$ cat config.mk
export PLATFORM = sky130hd
export DESIGN_NAME = spi_xfer_ctrl
export DESIGN_NICKNAME = d
export VERILOG_FILES = /design/src/rtl/spi_xfer_pkg.sv /design/src/rtl/spi_edge_gen.sv /design/src/rtl/spi_shifter.sv /design/src/rtl/spi_seq_fsm.sv /design/src/rtl/spi_xfer_ctrl.sv
export SDC_FILE = /design/constraint.sdc
export NUM_CORES = 1
export LEC_CHECK = 0
export ABC_AREA = 1
export CORE_ASPECT_RATIO = 0.9
export CORE_MARGIN = 5
export CORE_UTILIZATION = 44
export CTS_CLUSTER_SIZE = 12
export DETAILED_ROUTE_END_ITERATION = 16
export GPL_ROUTABILITY_DRIVEN = 0
export PLACE_DENSITY = 0.76
export SLEW_MARGIN = 20
export SYNTH_ARGS = -nofsm -noshare
export SYNTH_HDL_FRONTEND = slang
export SYNTH_HIERARCHICAL = 1
export SYNTH_SLANG_ARGS = --single-unit
export TNS_END_PERCENT = 30
$ cat constraint.sdc
create_clock -name clk -period 1.7 [get_ports clk]
set_input_delay 0.34 -clock clk [delete_from_list [all_inputs] [get_ports clk]]
set_output_delay 0.34 -clock clk [all_outputs]
set_load 0.005 [all_outputs]
$ cat src/rtl/spi_xfer_pkg.sv
package spi_xfer_pkg;
  typedef enum logic [2:0] {
    ST_IDLE,
    ST_XFER,
    ST_DLY1,
    ST_DLY2,
    ST_DONE
  } xfer_state_e;
endpackage

$ cat src/rtl/spi_edge_gen.sv
// Serial clock source selection and edge classification.
module spi_edge_gen #(
  parameter int SYNC = 2
) (
  input  logic clk,
  input  logic rst_n,
  input  logic en,
  input  logic master,
  input  logic cpol,
  input  logic run,
  input  logic rate_tick,
  input  logic sck_in,
  input  logic ss_n,
  output logic edge_ev,
  output logic edge_lead,
  output logic sck_out,
  output logic ss_fall
);
  logic [SYNC-1:0] sck_sync, ss_sync;
  logic sck_prev, ss_prev, sck_lvl;
  logic s_ev, m_ev;

  always_ff @(posedge clk or negedge rst_n) begin
    if (!rst_n) begin
      sck_sync <= '0;
      ss_sync  <= '1;
      sck_prev <= 1'b0;
      ss_prev  <= 1'b1;
    end else begin
      sck_sync <= {sck_sync[SYNC-2:0], sck_in};
      ss_sync  <= {ss_sync[SYNC-2:0], ss_n};
      sck_prev <= sck_sync[SYNC-1];
      ss_prev  <= ss_sync[SYNC-1];
    end
  end

  // Generated clock: parks at idle level whenever no transfer runs.
  always_ff @(posedge clk or negedge rst_n) begin
    if (!rst_n)              sck_lvl <= 1'b0;
    else if (!en || !run)    sck_lvl <= cpol;
    else if (rate_tick)      sck_lvl <= ~sck_lvl;
  end

  assign s_ev = sck_sync[SYNC-1] ^ sck_prev;
  assign m_ev = run && rate_tick;

  always_comb begin
    if (master) begin
      edge_ev   = m_ev;
      edge_lead = m_ev && (sck_lvl == cpol);
    end else begin
      edge_ev   = s_ev && en;
      edge_lead = s_ev && en && (sck_prev == cpol);
    end
  end

  assign sck_out = sck_lvl;
  assign ss_fall = en && ss_prev && !ss_sync[SYNC-1];

  // generated edges alternate leading/trailing
  p_lead_alt_r11: assert property (@(posedge clk) disable iff (!rst_n)
    (master && run && m_ev && $past(run) && $stable(cpol)) |=> (sck_out != $past(sck_out)));
endmodule

$ cat src/rtl/spi_shifter.sv
// Shift register, sampled-bit holder and read buffer.
module spi_shifter #(
  parameter int W = 8
) (
  input  logic         clk,
  input  logic         rst_n,
  input  logic         load,
  input  logic [W-1:0] load_data,
  input  logic         samp_en,
  input  logic         shift_en,
  input  logic         latch,
  input  logic         sin,
  output logic         sout,
  output logic [W-1:0] rbuf
);
  logic [W-1:0] sr;
  logic         smp;

  always_ff @(posedge clk or negedge rst_n) begin
    if (!rst_n) begin
      sr   <= '0;
      smp  <= 1'b0;
      rbuf <= '0;
    end else begin
      if (load)          sr <= load_data;
      else if (shift_en) sr <= {sr[W-2:0], smp};
      if (samp_en)       smp <= sin;
      if (latch)         rbuf <= sr;
    end
  end

  assign sout = sr[W-1];

  // the buffer copy never coincides with a shift or a load
  p_latch_quiet_r6: assert property (@(posedge clk) disable iff (!rst_n)
    latch |-> !(shift_en || load));
endmodule

$ cat src/rtl/spi_seq_fsm.sv
// Transfer sequencer: start detection, edge counting, settle and completion.
module spi_seq_fsm
  import spi_xfer_pkg::*;
#(
  parameter int W = 8
) (
  input  logic        clk,
  input  logic        rst_n,
  input  logic        en,
  input  logic        master,
  input  logic        cpha,
  input  logic        load,
  input  logic        edge_ev,
  input  logic        edge_lead,
  input  logic        ss_fall,
  output xfer_state_e st,
  output logic        run,
  output logic        samp_en,
  output logic        shift_en,
  output logic        latch,
  output logic        set_flag
);
  localparam int NEDGE = 2 * W;
  localparam int CNTW  = $clog2(NEDGE + 1);
  localparam logic [CNTW-1:0] LAST = CNTW'(NEDGE - 1);

  logic [CNTW-1:0] cnt;
  logic data_full;
  logic start_m, start_s0, start_s1, act_edge, first;

  assign start_m  = master && data_full;
  assign start_s0 = !master && !cpha && ss_fall;
  assign start_s1 = !master && cpha && edge_ev;

  assign act_edge = edge_ev && ((st == ST_XFER) || (st == ST_IDLE && start_s1));
  assign first    = (st == ST_IDLE) || (cnt == '0);

  assign samp_en  = act_edge && (cpha ? !edge_lead : edge_lead);
  assign shift_en = (act_edge && (cpha ? (edge_lead && !first) : !edge_lead))
                  || (st == ST_DLY1 && cpha);
  assign latch    = (st == ST_DONE);
  assign set_flag = (st == ST_DONE);
  assign run      = (st == ST_XFER);

  always_ff @(posedge clk or negedge rst_n) begin
    if (!rst_n) begin
      st        <= ST_IDLE;
      cnt       <= '0;
      data_full <= 1'b0;
    end else if (!en) begin
      st        <= ST_IDLE;
      cnt       <= '0;
      data_full <= 1'b0;
    end else begin
      if (load) data_full <= 1'b1;
      unique case (st)
        ST_IDLE: begin
          if (start_m || start_s0) begin
            st  <= ST_XFER;
            cnt <= '0;
          end else if (start_s1) begin
            st  <= ST_XFER;
            cnt <= CNTW'(1);
          end
        end
        ST_XFER: begin
          if (edge_ev) begin
            cnt <= cnt + 1'b1;
            if (cnt == LAST) st <= ST_DLY1;
          end
        end
        ST_DLY1: st <= ST_DLY2;
        ST_DLY2: st <= ST_DONE;
        ST_DONE: begin
          st        <= ST_IDLE;
          data_full <= 1'b0;
        end
        default: st <= ST_IDLE;
      endcase
    end
  end

  // completion lasts one cycle and returns to idle
  p_done_idle_r4: assert property (@(posedge clk) disable iff (!rst_n)
    (st == ST_DONE) |=> (st == ST_IDLE));
  // settling states run in order unless disabled
  p_dly_seq_r4: assert property (@(posedge clk) disable iff (!rst_n)
    (st == ST_DLY1) |=> (st == ST_DLY2 || !$past(en)));
  // edge count stays within one byte
  p_cnt_bound_r4: assert property (@(posedge clk) disable iff (!rst_n)
    (st == ST_XFER) |-> (cnt < CNTW'(NEDGE)));
  // disable forces idle on the next edge
  p_disable_idle_r10: assert property (@(posedge clk) disable iff (!rst_n)
    !en |=> (st == ST_IDLE));
endmodule

$ cat src/rtl/spi_xfer_ctrl.sv
module spi_xfer_ctrl
  import spi_xfer_pkg::*;
#(
  parameter int          W        = 8,
  parameter int          AW       = 8,
  parameter logic [7:0]  DATA_OFS = 8'h2A,
  parameter int          SYNC     = 2
) (
  input  logic          clk,
  input  logic          rst_n,
  input  logic          en,
  input  logic          master,
  input  logic          cpol,
  input  logic          cpha,
  input  logic          rate_tick,
  input  logic          wr_valid,
  output logic          wr_ready,
  input  logic [AW-1:0] wr_addr,
  input  logic [W-1:0]  wr_data,
  input  logic [AW-1:0] rd_addr,
  output logic [W-1:0]  rd_data,
  input  logic          sck_in,
  output logic          sck_out,
  input  logic          ss_n,
  input  logic          mi,
  input  logic          si,
  output logic          mo,
  output logic          so,
  output logic          set_flag
);
  localparam logic [AW-1:0] OFS = AW'(DATA_OFS);

  xfer_state_e st;
  logic run, edge_ev, edge_lead, ss_fall;
  logic samp_en, shift_en, latch, load, sin, sout;
  logic [W-1:0] rbuf;

  assign wr_ready = en && (st == ST_IDLE);
  assign load     = wr_valid && wr_ready && (wr_addr == OFS);
  assign sin      = master ? mi : si;
  assign mo       = master ? sout : 1'b0;
  assign so       = master ? 1'b0 : sout;
  assign rd_data  = (rd_addr == OFS) ? rbuf : '0;

  spi_edge_gen #(.SYNC(SYNC)) u_edge (
    .clk(clk), .rst_n(rst_n), .en(en), .master(master), .cpol(cpol),
    .run(run), .rate_tick(rate_tick), .sck_in(sck_in), .ss_n(ss_n),
    .edge_ev(edge_ev), .edge_lead(edge_lead), .sck_out(sck_out),
    .ss_fall(ss_fall)
  );

  spi_seq_fsm #(.W(W)) u_fsm (
    .clk(clk), .rst_n(rst_n), .en(en), .master(master), .cpha(cpha),
    .load(load), .edge_ev(edge_ev), .edge_lead(edge_lead), .ss_fall(ss_fall),
    .st(st), .run(run), .samp_en(samp_en), .shift_en(shift_en),
    .latch(latch), .set_flag(set_flag)
  );

  spi_shifter #(.W(W)) u_shift (
    .clk(clk), .rst_n(rst_n), .load(load), .load_data(wr_data),
    .samp_en(samp_en), .shift_en(shift_en), .latch(latch), .sin(sin),
    .sout(sout), .rbuf(rbuf)
  );

  // flag request is a single-cycle pulse
  p_flag_pulse_r5: assert property (@(posedge clk) disable iff (!rst_n)
    set_flag |=> !set_flag);
  // visible read data changes only right after completion
  p_buf_stable_r7: assert property (@(posedge clk) disable iff (!rst_n)
    ($stable(rd_addr) && !$stable(rd_data)) |-> ($past(st) == ST_DONE));
  // generated clock rests at the idle level outside a transfer
  p_sck_idle_r8: assert property (@(posedge clk) disable iff (!rst_n)
    (master && $stable(cpol) && $past(st) != ST_XFER && st != ST_XFER)
      |-> (sck_out == cpol));
endmodule

# --- Word-level counts from Yosys, hierarchy flattened ---
# Index checks and enable logic that the tools add are counted.
word_totals:
  out_inout_bits: 13
  wordCells: 92
  in_bits: 36
  reg_bits: 33
classes:
  reduce_logical: 38
  n_mux: 26
  bitwise: 2
  n_eq_ne: 14
  n_addsub: 1
ops:
  columns: ["cell", "count"]
  rows:
  - ["8-bit 2-to-1 mux", 3]
  - ["1-bit logical AND", 20]
  - ["5-bit 2-to-1 mux", 4]
  - ["8-bit by 6-bit equality test with 1-bit output (second input constant)", 2]
  - ["3-bit 2-to-1 mux", 5]
  - ["1-bit 2-to-1 mux", 12]
  - ["3-bit one-hot mux with 4 select lines", 1]
  - ["5-bit one-hot mux with 2 select lines", 1]
  - ["1-bit logical NOT", 7]
  - ["3-bit by 2-bit equality test with 1-bit output (second input constant)", 2]
  - ["3-bit by 1-bit inequality test with 1-bit output (second input constant)", 2]
  - ["3-bit by 2-bit inequality test with 1-bit output (second input constant)", 2]
  - ["3-bit AND reduction", 2]
  - ["5-bit by 1-bit adder with 5-bit output (second input constant)", 1]
  - ["5-bit by 4-bit equality test with 1-bit output (second input constant)", 1]
  - ["5-bit logical NOT", 1]
  - ["1-bit logical OR", 5]
  - ["4-bit by 2-bit inequality test with 1-bit output (second input constant)", 1]
  - ["2-bit nonzero test", 2]
  - ["3-bit by 1-bit equality test with 1-bit output (second input constant)", 1]
  - ["3-bit equality test (second input constant)", 1]
  - ["3-bit logical NOT", 1]
  - ["1-bit equality test", 2]
  - ["1-bit inverter", 1]
  - ["1-bit bitwise XOR", 1]

# --- Depth between registers and ports, before layout ---
# Gate-level depths: netlist (run 1).
logic_depth:
  word_depth: 11
  mapped_depth: 17
  ltp_nobuf: 16

# --- Hierarchy ---
# Netlist (run 1), hierarchy kept.
by_module_without_submodules:
  columns: ["mod", "area_per_inst_um2", "seq_area_each_um2", "cells_each", "n_inst"]
  rows:
  - ["spi_shifter", 732.0, 425.4, 81, 1]
  - ["spi_seq_fsm", 675.6, 225.2, 99, 1]
  - ["spi_edge_gen", 291.5, 178.9, 33, 1]
  - ["spi_xfer_ctrl", 202.7, 0.0, 51, 1]

# --- Worst setup path before layout (run 1) ---
# OpenSTA, ideal clock, no wires.
synth_timing:
  path_kind: "flip-flop to flip-flop"
  startpoint: "register u_fsm.st[1]"
  endpoint: "register u_shift.sr[7]"
  t_arrival_ps: 1600
  setup_ps: 124
  path_buffers: 1
  slack_ps: -24
  stages_incl_launch_ff: 14
  cell_sequence: "dfrtp_1 -> inv_2 -> nand3_2 -> inv_2 -> nand2_1 -> o21ai_0 -> inv_1 -> o22ai_1 -> nand2_1 -> nand2_1 -> buf_4 -> nor2_8 -> nand2_1 -> nand3_1"
synth_via:
  elab_chain_cells: 10
synth_rtl:
  columns: ["item", "line_no", "text"]
  rows:
  - ["start: declaration", "spi_seq_fsm.sv:16", "output xfer_state_e st,"]
  - ["start signal: assignment", "spi_seq_fsm.sv:47", "st <= ST_IDLE;"]
  - ["start signal: assignment", "spi_seq_fsm.sv:51", "st <= ST_IDLE;"]
  - ["start signal: assignment", "spi_seq_fsm.sv:59", "st <= ST_XFER;"]
  - ["3-bit by 1-bit equality test with 1-bit output *", "spi_seq_fsm.sv:43", "assign run = (st == ST_XFER);"]
  - ["named net run", "spi_xfer_ctrl.sv:34", "logic run, edge_ev, edge_lead, ss_fall;"]
  - ["1-bit logical AND *", "spi_edge_gen.sv:45", "assign m_ev = run && rate_tick;"]
  - ["1-bit 2-to-1 mux *", "spi_edge_gen.sv:48", "if (master) begin"]
  - ["named net edge_ev", "spi_xfer_ctrl.sv:34", null]
  - ["1-bit logical AND", "spi_seq_fsm.sv:33", "assign start_s1 = !master && cpha && edge_ev;"]
  - ["1-bit logical AND", "spi_seq_fsm.sv:35", "assign act_edge = edge_ev && ((st == ST_XFER) || (st == ST_IDLE && start_s1));"]
  - ["1-bit logical OR", "spi_seq_fsm.sv:35", null]
  - ["1-bit logical AND *", "spi_seq_fsm.sv:35", null]
  - ["1-bit logical AND *", "spi_seq_fsm.sv:39", "assign shift_en = (act_edge && (cpha ? (edge_lead && !first) : !edge_lead))"]
  - ["1-bit logical OR *", "spi_seq_fsm.sv:40", "|| (st == ST_DLY1 && cpha);"]
  - ["named net shift_en", "spi_xfer_ctrl.sv:35", "logic samp_en, shift_en, latch, load, sin, sout;"]
  - ["2-bit nonzero test (no source line) *", null, null]
  - ["end signal: assignment", "spi_shifter.sv:25", "if (load) sr <= load_data;"]
  - ["end signal: assignment", "spi_shifter.sv:26", "else if (shift_en) sr <= {sr[W-2:0], smp};"]
  - ["end: declaration", "spi_shifter.sv:16", "logic [W-1:0] sr;"]
# The timed path passes the listed nets; every way through them passes the cells marked *.
# A chain may end at the register's enable or synchronous reset.

# --- Worst setup path after layout (run 1) ---
layout_timing:
  startpoint: "register u_fsm.st[2]"
  endpoint: "register u_shift.sr[5]"
layout_rtl:
  columns: ["item", "line_no", "text"]
  rows:
  - ["3-bit by 1-bit equality test with 1-bit output *", "spi_seq_fsm.sv:43", null]
  - ["named net run", "spi_xfer_ctrl.sv:34", null]
  - ["1-bit logical AND *", "spi_edge_gen.sv:45", null]
  - ["1-bit logical AND *", "spi_edge_gen.sv:50", "edge_lead = m_ev && (sck_lvl == cpol);"]
  - ["1-bit 2-to-1 mux *", "spi_edge_gen.sv:48", null]
  - ["named net edge_lead", "spi_xfer_ctrl.sv:34", null]
  - ["1-bit logical NOT / 1-bit logical AND (equally long branches)", "spi_seq_fsm.sv:39", null]
  - ["1-bit 2-to-1 mux *", "spi_seq_fsm.sv:39", null]
  - ["1-bit logical AND *", "spi_seq_fsm.sv:39", null]
  - ["1-bit logical OR *", "spi_seq_fsm.sv:40", null]
  - ["named net shift_en", "spi_xfer_ctrl.sv:35", null]
  - ["2-bit nonzero test (no source line) *", null, null]
# Marked as above.

==> flow_summary_export.csv, run 1 <==
group,metric,value,unit
cts,worstSkewPairLatency,0.28,ns
cts,clk_path_buf_depth,2,
worst_setup_path,worstSetupPathType,"flop to flop",
worst_setup_path,rrSetupSlack,-0.12,ns
final_layout,drive_above_1_share,26.36,%
detailed_routing,drt-vias-per-instance,4.806,
floorplanning,initial_core_util,46.06,%
worst_setup_path,worst_path_largest_cell_delay,0.39,ns
worst_setup_path,critPathCaptureType,"flop",
global_routing,grt_pass1_vias,1746,
detailed_routing,drcViolationCount,0,
worst_setup_path,timing.reg2reg.worst_path_depth,17,
detailed_routing,routed_wl,4749,microns
pwr,vdd_drop_max,0.0006906,V
synth,post_synth_num_cell_types,27,
worst_setup_path,cp_slowest_cell,"sky130_fd_sc_hd__dfrtp_1",
sta,timing.slew.headroom,81.86,%
worst_setup_path,critPathLaunch,"u_fsm/st[2]",
detailed_routing,routed_wire_length_per_instance,11.96,microns
floorplanning,design.portCount,49,
sta,setup_viol,10,
cts,cts_inserted_buffers,5,
sta,whs,0.3476,ns
global_routing,grt_util_all_layers,16.55,%
synth,sequential_to_total_area_share_from_yosys_stat,43.62,%
worst_setup_path,path_cells,"inv_2 -> nand3_4 -> inv_2 -> nand2_2 -> nor2_1 -> nand2_1 -> nand2_1 -> nand2_1 -> inv_2 -> nand3_2 -> o21ai_2 -> nand2_1 -> nand2_2 -> buf_12 -> nor2_8 -> nand2_1 -> nand3_1",
global_routing,grt_start_max_net_pins,34,
worst_setup_path,setup.worst_path.start_class,"flop",
cts,cts-htree-levels,2,
detailed_routing,routed-via-count,1908,
pwr,fin_total_pwr,2.817,mW
cts,cts.hold.buffers_added,0,
final_layout,mostFrequentLayoutCell,"sky130_fd_sc_hd__nand2_1",
detailed_routing,detailedRoute.firstIterationViolations,106,
floorplanning,die_width,79.30,microns
sta,clock-skew-final,0.003074,ns
synth,postSynthRegisterBits,33,
sta,totalNegativeSetupSlack,-0.7722,ns
pwr,p_leak,1.451,nW
placement,placedCellCount,379,
flow_run,max_cap_viol_count,0,
global_routing,grt_first_pass_wirelength,7603,microns
worst_setup_path,timing.critical_path.arrival,1.99,ns
synth,yosys_warnings,6,
worst_setup_path,r2r_end,"u_shift/sr[5]",
final_layout,syn2layout_area_growth,48.75,%
min_path,worstHoldPathType,"flop to flop",
run_status,failing_checks,"setup timing",
final_layout,antenna-diode-count,0,
cts,tritoncts,"yes",
worst_setup_path,worst_path_most_repeated_cell,"sky130_fd_sc_hd__nand2_1",
worst_setup_path,worst_ep_required_time,1.87,ns
sta,worst-slew-pin-transition,0.2700,ns
final_layout,most_frequent_cells_in_the_layout,"sky130_fd_sc_hd__nand2_1, sky130_fd_sc_hd__inv_1, sky130_fd_sc_hd__nor2_1, sky130_fd_sc_hd__dfrtp_1, sky130_fd_sc_hd__buf_4",
worst_setup_path,crit_fanout,8,
floorplanning,design.die.area,5739,sq um
global_routing,gr-total-overflow,0,
placement,portBuffers,48,
worst_setup_path,critical_path.endpoint,"u_shift/sr[5]",
global_routing,grt_antenna_before_repair,0,
cts,ctsRootBufferMaster,"sky130_fd_sc_hd__clkbuf_8",
cts,numClockSinks,33,
synth,synth_fp_nets,303,
sta,timing.fmax,549.2,MHz
detailed_routing,detail_route.first_pass.iterations,4,
final_layout,design.final.nets,387,
detailed_routing,detail-route-antenna-nets,0,
sta,unrepaired_setup_endpoints_after_global_routing,"yes",
sta,post-route-worst-setup-slack,-0.1208,ns
sta,fin_crit,1.821,ns
run_status,status,"finished, violations left",
worst_setup_path,worstReg2RegStart,"u_fsm/st[2]",
synth,syn-instance-count,264,
floorplanning,placeableCoreArea,4129,sq um
sta,slew_violations,0,
placement,detail_placement_hpwl,3387,microns
synth,synth.cell_area,1902,sq um
final_layout,instances_no_fill,397,
floorplanning,core.rowCount,22,
floorplanning,die_h,72.37,microns
pwr,power_per_standard_cell_area,995.6,nW/um^2
sta,hold_violation_count_in_the_final_report,0,
synth,synth_area_per_cell,7.204,sq um
cts,path_clk_slew,0.07,ns
placement,detailedPlace.worstSlack,-0.3794,ns
sta,final_min_period_over_clock_period,107.1,%
==> worst min-delay path by stage <==
stage | from | end | cells past startpoint | slack (ns)
after floorplan | rst_n | u_edge/sck_out | 0 | 0.04
after global placement | u_edge/sck_sync[0] | u_edge/sck_sync[1] | 0 | 0.33
after CTS | u_edge/sck_sync[0] | u_edge/sck_sync[1] | 0 | 0.35
final | u_edge/sck_sync[0] | u_edge/sck_sync[1] | 0 | 0.35
after global routing | u_edge/sck_sync[0] | u_edge/sck_sync[1] | 0 | 0.36
after detailed placement | u_edge/sck_sync[0] | u_edge/sck_sync[1] | 0 | 0.34
==> kinds of logic (layout without fill, tap and decap cells) <==
| family | Yosys count | after routing | synth area share (%) |
|---|---|---|---|
| flip-flops | 33 | 33 | 43.62 |
| XOR/XNOR | 3 | 3 | 1.382 |
| buffers and inverters | 56 | 141 | 12.24 |
| multiplexers | 1 | 1 | 0.5921 |
| AO/OA/AOI/OAI | 18 | 18 | 5.132 |
| adder cells (fa/ha/maj) | 3 | 3 | 1.974 |
| AND/OR/NAND/NOR | 150 | 150 | 35.07 |
==> where the power goes <==
part	leakage, nW	switching, mW	total (mW)	internal, mW
Combinational	0.978	0.580	1.11	0.529
Clock	0.0439	0.284	0.566	0.282
Sequential	0.429	0.176	1.14	0.966
==> through the flow <==
step | cell area [sq um] | utilization (%)
final | 2829 | 68.52
after global routing | 2829 | 68.52
after CTS | 2734 | 66.21
after detailed placement | 2610 | 63.21
after global placement | 2610 | 63.21
after floorplan | 1913 | -
==> layer usage <==
metal	GRT usage [%]	share of wire, %	up-vias
li1	-	-	970
met1	20.41	43	855
met2	27.85	47	73
met3	5.459	8.9	10
met4	4.580	1.3	0
met5	0	0	-
==> Yosys cell counts, drive strengths merged <==
library cell,number,share of area [%]
mux2,1,0.59
nand3,28,7.6
a21boi,1,0.59
o22ai,1,0.33
nor4,1,0.33
o21ai,16,4.2
buf,4,2.0
inv,52,10
and2,1,0.33
xor2,1,0.46
dfstp,3,4.1
nand4,2,0.66
ha,3,2.0
nor3,2,0.53
nor2,37,8.9
nand2,79,17
xnor2,2,0.92
dfrtp,30,39
==> area by class of cell <==
cell class / instances / area, sq um
clock buffer: 5 / 68.82
clock inverter: 3 / 17.52
fill: 337 / 1300
inverter: 52 / 195.2
multi-input combinational: 175 / 920.9
sequential: 33 / 830.8
tap: 48 / 60.06
timing repair buffer: 81 / 735.7
==> repair_timing <==
| item | CTS | global route |
|---|---|---|
| cloned | 0 | 1 |
| endpoints found under the setup margin | 20 | 23 |
| buffers inserted | 5 | 4 |
| pin swaps | 10 | 9 |
| resized for setup | 40 | 25 |
==> critical path: cells and delay by family (launching register included) <==
family / cells / cell delay (ns)
AND/OR/NAND/NOR: 12 / 0.91
flip-flops: 1 / 0.39
buffers and inverters: 4 / 0.35
AO/OA/AOI/OAI: 1 / 0.06
==> registers in the layout, indices dropped and copies added, names as in the netlist <==
| signal | flops |
|---|---|
| u_edge/sck_out | 1 |
| u_edge/ss_prev | 1 |
| u_edge/sck_sync | 2 |
| u_shift/sr | 8 |
| u_edge/sck_prev | 1 |
| u_shift/smp | 1 |
| u_fsm/cnt | 5 |
| u_fsm/data_full | 1 |
| u_edge/ss_sync | 2 |
| u_shift/rbuf | 8 |
| u_fsm/st | 3 |
Power figures use the tool's default switching activity.
==> run 2: changes to the inputs <==
--- a/config.mk
+++ b/config.mk
@@ -6,6 +6,7 @@
 export NUM_CORES = 1
 export LEC_CHECK = 0
 export ABC_AREA = 1
+export CAP_MARGIN = 20
 export CORE_ASPECT_RATIO = 0.9
 export CORE_MARGIN = 5
 export CORE_UTILIZATION = 44
==> results of run 2 <==
The final DEF is identical to that of run 1; final timing and power are the same.
==> run 3: changes to the inputs <==
--- a/config.mk
+++ b/config.mk
@@ -14,7 +14,6 @@
 export DETAILED_ROUTE_END_ITERATION = 16
 export GPL_ROUTABILITY_DRIVEN = 0
 export PLACE_DENSITY = 0.76
-export SLEW_MARGIN = 20
 export SYNTH_ARGS = -nofsm -noshare
 export SYNTH_HDL_FRONTEND = slang
 export SYNTH_HIERARCHICAL = 1
==> results of run 3 <==
The final DEF is identical to that of run 1; final timing and power are the same.
